**config.mk**
```make
export PLATFORM = sky130hd
export DESIGN_NAME = trc_access_gate
export DESIGN_NICKNAME = d
export VERILOG_FILES = /design/src/rtl/trc_gate_pkg.sv /design/src/rtl/trc_lower_gate.sv /design/src/rtl/trc_upper_gate.sv /design/src/rtl/trc_verdict.sv /design/src/rtl/trc_access_gate.sv
export SDC_FILE = /design/constraint.sdc
export NUM_CORES = 1
export LEC_CHECK = 0
export CORE_AREA = 2 2 39 41
export CTS_BUF_LIST = sky130_fd_sc_hd__clkbuf_4 sky130_fd_sc_hd__clkbuf_8
export DETAILED_ROUTE_END_ITERATION = 12
export DIE_AREA = 0 0 41 43
export PLACE_DENSITY = 0.62
export SYNTH_ARGS = -nofsm -noshare
export SYNTH_HDL_FRONTEND = slang
export SYNTH_SLANG_ARGS = --single-unit
```
**constraint.sdc**
```tcl
create_clock -name clk_i -period 0.9 [get_ports clk_i]
set_clock_uncertainty 0.15 [all_clocks]
set_input_delay 0.18 -clock clk_i [delete_from_list [all_inputs] [get_ports clk_i]]
set_output_delay 0.18 -clock clk_i [all_outputs]
set_load 0.05 [all_outputs]
```
**src/rtl/trc_gate_pkg.sv**
```systemverilog
package trc_gate_pkg;
  localparam int unsigned EL_W  = 2;
  localparam int unsigned CTL_W = 2;

  typedef enum logic [1:0] {
    VERD_ALLOW = 2'd0,
    VERD_UNDEF = 2'd1,
    VERD_TRAP  = 2'd2
  } verdict_e;

  typedef struct packed {
    verdict_e          verd;
    logic [EL_W-1:0]   tgt;
  } decision_t;

  localparam logic [EL_W-1:0] EL_USER  = 2'd0;
  localparam logic [EL_W-1:0] EL_KERN  = 2'd1;
  localparam logic [EL_W-1:0] EL_HYP   = 2'd2;
  localparam logic [EL_W-1:0] EL_MON   = 2'd3;
endpackage

```
**src/rtl/trc_lower_gate.sv**
```systemverilog
module trc_lower_gate
  import trc_gate_pkg::*;
(
  input  logic [EL_W-1:0]  cur_el_i,
  input  logic             el2_on_i,
  input  logic [CTL_W-1:0] l2_ctl_i,
  output logic             hit_o
);
  // only bit 0 of the level-2 field gates access; bit 1 is don't-care
  always_comb hit_o = (cur_el_i == EL_KERN) && el2_on_i && !l2_ctl_i[0];
endmodule

```
**src/rtl/trc_upper_gate.sv**
```systemverilog
module trc_upper_gate
  import trc_gate_pkg::*;
#(
  parameter logic [CTL_W-1:0] SEC_PASS  = 2'b01,
  parameter logic [CTL_W-1:0] NSEC_PASS = 2'b11
) (
  input  logic [EL_W-1:0]  cur_el_i,
  input  logic             el3_on_i,
  input  logic             ns_i,
  input  logic [CTL_W-1:0] l3_ctl_i,
  output logic             hit_o
);
  logic in_scope;
  logic [CTL_W-1:0] pass_code;

  always_comb begin
    in_scope  = el3_on_i && ((cur_el_i == EL_KERN) || (cur_el_i == EL_HYP));
    pass_code = ns_i ? NSEC_PASS : SEC_PASS;
    hit_o     = in_scope && (l3_ctl_i != pass_code);
  end
endmodule

```
**src/rtl/trc_verdict.sv**
```systemverilog
module trc_verdict
  import trc_gate_pkg::*;
(
  input  logic [EL_W-1:0] cur_el_i,
  input  logic            lower_hit_i,
  input  logic            upper_hit_i,
  output decision_t       dec_o
);
  always_comb begin
    dec_o.verd = VERD_ALLOW;
    dec_o.tgt  = EL_USER;
    if (cur_el_i == EL_USER) begin
      dec_o.verd = VERD_UNDEF;
    end else if (lower_hit_i) begin
      dec_o.verd = VERD_TRAP;
      dec_o.tgt  = EL_HYP;
    end else if (upper_hit_i) begin
      dec_o.verd = VERD_TRAP;
      dec_o.tgt  = EL_MON;
    end
  end
endmodule

```
**src/rtl/trc_access_gate.sv**
```systemverilog
module trc_access_gate
  import trc_gate_pkg::*;
#(
  parameter int unsigned      CLASS_W    = 6,
  parameter logic [CLASS_W-1:0] TRAP_CLASS = 6'h18,
  parameter logic [CTL_W-1:0] SEC_PASS   = 2'b01,
  parameter logic [CTL_W-1:0] NSEC_PASS  = 2'b11
) (
  input  logic               clk_i,
  input  logic               rst_ni,
  input  logic [EL_W-1:0]    cur_el_i,
  input  logic               el2_on_i,
  input  logic               el3_on_i,
  input  logic               ns_i,
  input  logic [CTL_W-1:0]   l2_ctl_i,
  input  logic [CTL_W-1:0]   l3_ctl_i,
  output logic               allow_o,
  output logic               undef_o,
  output logic               trap_o,
  output logic [EL_W-1:0]    trap_el_o,
  output logic [CLASS_W-1:0] trap_class_o
);
  logic      lower_hit, upper_hit;
  decision_t dec;

  trc_lower_gate u_lower (
    .cur_el_i (cur_el_i),
    .el2_on_i (el2_on_i),
    .l2_ctl_i (l2_ctl_i),
    .hit_o    (lower_hit)
  );

  trc_upper_gate #(
    .SEC_PASS  (SEC_PASS),
    .NSEC_PASS (NSEC_PASS)
  ) u_upper (
    .cur_el_i (cur_el_i),
    .el3_on_i (el3_on_i),
    .ns_i     (ns_i),
    .l3_ctl_i (l3_ctl_i),
    .hit_o    (upper_hit)
  );

  trc_verdict u_verdict (
    .cur_el_i    (cur_el_i),
    .lower_hit_i (lower_hit),
    .upper_hit_i (upper_hit),
    .dec_o       (dec)
  );

  always_ff @(posedge clk_i or negedge rst_ni) begin
    if (!rst_ni) begin
      allow_o      <= 1'b0;
      undef_o      <= 1'b0;
      trap_o       <= 1'b0;
      trap_el_o    <= '0;
      trap_class_o <= '0;
    end else begin
      allow_o      <= (dec.verd == VERD_ALLOW);
      undef_o      <= (dec.verd == VERD_UNDEF);
      trap_o       <= (dec.verd == VERD_TRAP);
      trap_el_o    <= (dec.verd == VERD_TRAP) ? dec.tgt : '0;
      trap_class_o <= (dec.verd == VERD_TRAP) ? TRAP_CLASS : '0;
    end
  end
endmodule

```
==> impl_metrics.tcl <==
set metrics [dict create \
    status "finished, violations left" \
    violations "hold timing, setup timing" \
    fin_hold_ws_ps -9.939 \
    avgViaCountPerCell 3.635 \
    period_share_pct 135.1 \
    synth_edf_count 0 \
    setup_viol 9 \
    crit_path_start_kind "flop" \
    netlist_area_um2 267.8 \
    row_count 14 \
    fin_ws_ps -316.3 \
    grt_overflow 0 \
    ys_seq_elements 4 \
    syn_avg_cell_area_um2 10.30 \
    synth_cell_types 13 \
    path_buf_inv 1 \
    die_x_um 41 \
    clk_pin_slew_worst_paths_ps 40 \
    synth_cells 26 \
    hold_class "input pin to async pin" \
    post-route-util_pct 46.84 \
    grt_pass1_wl_um 793 \
    numCtsBuffers 3 \
    area_delta_synth_final_pct 142.1 \
    cts-root-buf "clkbuf_4" \
    numPortBuffers 16 \
    die-height_um 43 \
    cts_tree "yes" \
    dr_total_vias 229 \
    synth_common_cells "7 x buf_4, 4 x dfrtp_1, 3 x ha_1" \
    grt_setup_unrepaired "true" \
    drt-wirelength-per-cell_um 8.175 \
    power_density_nw_per_um2 1319 \
    max_freq_mhz 822.2 \
    grtUsageTotal_pct 7.445 \
    async_flop_share_pct 100.0 \
    yosysMostFrequentCell "buf_4" \
    cp_slowest_cell "dfrtp_2" \
    worstSetupEndpointType "output pin" \
    ios 22 \
    fin_crit_ps 1216 \
    ys.flop_type "dfrtp_1" \
    yosys_warnings 0 \
    clock_sinks 4 \
    leakage_nw 0.3086 \
    pwr-share-clk_pct 31.5 \
    diodes 0 \
    worst_ep_required_time_ps 570 \
    grt_pass1_vias 208 \
    p_switching_mw 0.2809 \
    ir_worst_vdd_v 0.0004572 \
    finalPower_mw 0.8551 \
    synth_area_leaders "dfrtp_1 37%, buf_4 20%, ha_1 14%, nor3b_2 4.7%, nor3_2 3.7%" \
    wl_um 515 \
    max_stage_delay_ps 470 \
    hold_viol_final 4 \
    ys_seq_area_share_pct 37.38 \
    first_iter_violations 8 \
    final_antenna_net_count 0 \
    crit_family "flip-flops" \
    nets 62 \
    worstSetupStartpoint "trap_el_o[1]" \
    crit_path_max_fanout 4 \
    criticalPathCategory "flop to output pin" \
    arrival_ps 890 \
    drc_errors 0 \
    switching_share_pct 32.85 \
    drtPass1Iterations 4 \
    place.gp.congestion 0.6029 \
    drive_gt1_share_pct 72.34 \
    antenna_found_initial 0 \
    design.die.area_um2 1763 \
    p_comb_share_pct 43.3 \
    coreArea_um2 1384 \
    power_frac_seq_pct 25.2 \
    start_util_pct 19.35 \
    netlist.area_leader.share_pct 37.38 \
    clk_path_buf_depth 2 \
    cap_violations 0 \
    crit_chain "buf_12" \
    grt_start_max_net_pins 5 \
    drv_slew 0 \
    yosysTopAreaCell "dfrtp_1" \
    htreeDepth 1 \
    internal-power_mw 0.5742 \
]
## worst paths after layout
check / end / cells past startpoint
worst min-delay path: trap_el_o[1] / 1
max in group asynchronous: trap_el_o[0] / 1
min in group clk_i: trap_el_o[0] / 3
worst max-delay path: trap_el_o[1] / 1
## layout make-up
cell class,count,area (um^2)
Clock buffer,4,30.03
Inverter,2,32.53
Sequential cell,4,103.9
Fill cell,118,735.7
Tap cell,16,20.02
Timing Repair Buffer,21,289.0
Multi-Input combinational cell,16,172.7
## cell families (layout without fill, tap and decap cells)
family / Yosys count / in the layout / share of synthesized area, %
AO/OA/AOI/OAI: 2 / 2 / 6.543
XOR/XNOR: 1 / 1 / 3.272
adder cells (fa/ha/maj): 3 / 3 / 14.02
buffers and inverters: 9 / 27 / 22.43
flip-flops: 4 / 4 / 37.38
other: 1 / 4 / 1.401
AND/OR/NAND/NOR: 6 / 6 / 14.95
## layout by cell type (no fill, tap or decap), drive strengths merged
master / netlist / final
conb: 1 / 4
buf: 7 / 14
dlymetal6s2s: 0 / 2
nor3b: 1 / 1
clkbuf: 0 / 4
a21oi: 1 / 1
inv: 2 / 1
clkinv: 0 / 1
a21o: 1 / 1
or2: 1 / 1
xnor2: 1 / 1
dlygate4sd2: 0 / 2
nor2: 1 / 1
clkdlybuf4s15: 0 / 2
clkdlybuf4s50: 0 / 1
nand2: 2 / 2
ha: 3 / 3
nor3: 1 / 1
dfrtp: 4 / 4
## per-stage QoR
stage | setup slack, ps | setup TNS, ps | area [um^2] | instances | hold WS [ps]
6_report | -316.3 | -1982 | 648.1 | 63 | -9.939
5_1_grt | -351.9 | -2236 | 648.1 | 63 | -17.38
4_1_cts | -331.4 | -2353 | 599.3 | 63 | -18.33
3_5_place_dp | -844.5 | -3117 | 538.0 | 57 | 238.8
3_3_place_gp | -842.8 | -3101 | 538.0 | 57 | 237.8
2_1_floorplan | -188.0 | -910.5 | 332.8 | 29 | -265.6
## layer usage
metal,global-route usage [%],wire (um),vias to the layer above
li1,-,-,111
met5,0,0,-
met4,10.00,0,0
met3,3.141,53,0
met2,10.31,318,14
met1,6.472,144,104
## sequential cells by signal (all words and copies together) (netlist names)
| signal | cells |
|---|---|
| allow_o | 1 |
| trap_el_o | 2 |
| undef_o | 1 |
## what timing repair did
item                       4_1_cts  5_1_grt
setup endpoints to repair       11       10
buffers inserted                 2        1
pin swaps                        8        7
hold endpoints to repair         4        4
gates resized for setup         19       15
## power groups by stage
| stage | sequential (mW) | combinational, mW | clock (mW) |
|---|---|---|---|
| 5_1_grt | 0.217 | 0.390 | 0.307 |
| 2_1_floorplan | 0.257 | 0.161 | 0 |
| 3_5_place_dp | 0.218 | 0.339 | 0 |
| 4_1_cts | 0.216 | 0.349 | 0.289 |
| 3_3_place_gp | 0.218 | 0.338 | 0 |
| 6_report | 0.216 | 0.370 | 0.269 |
(Power assumes the default switching activity.)
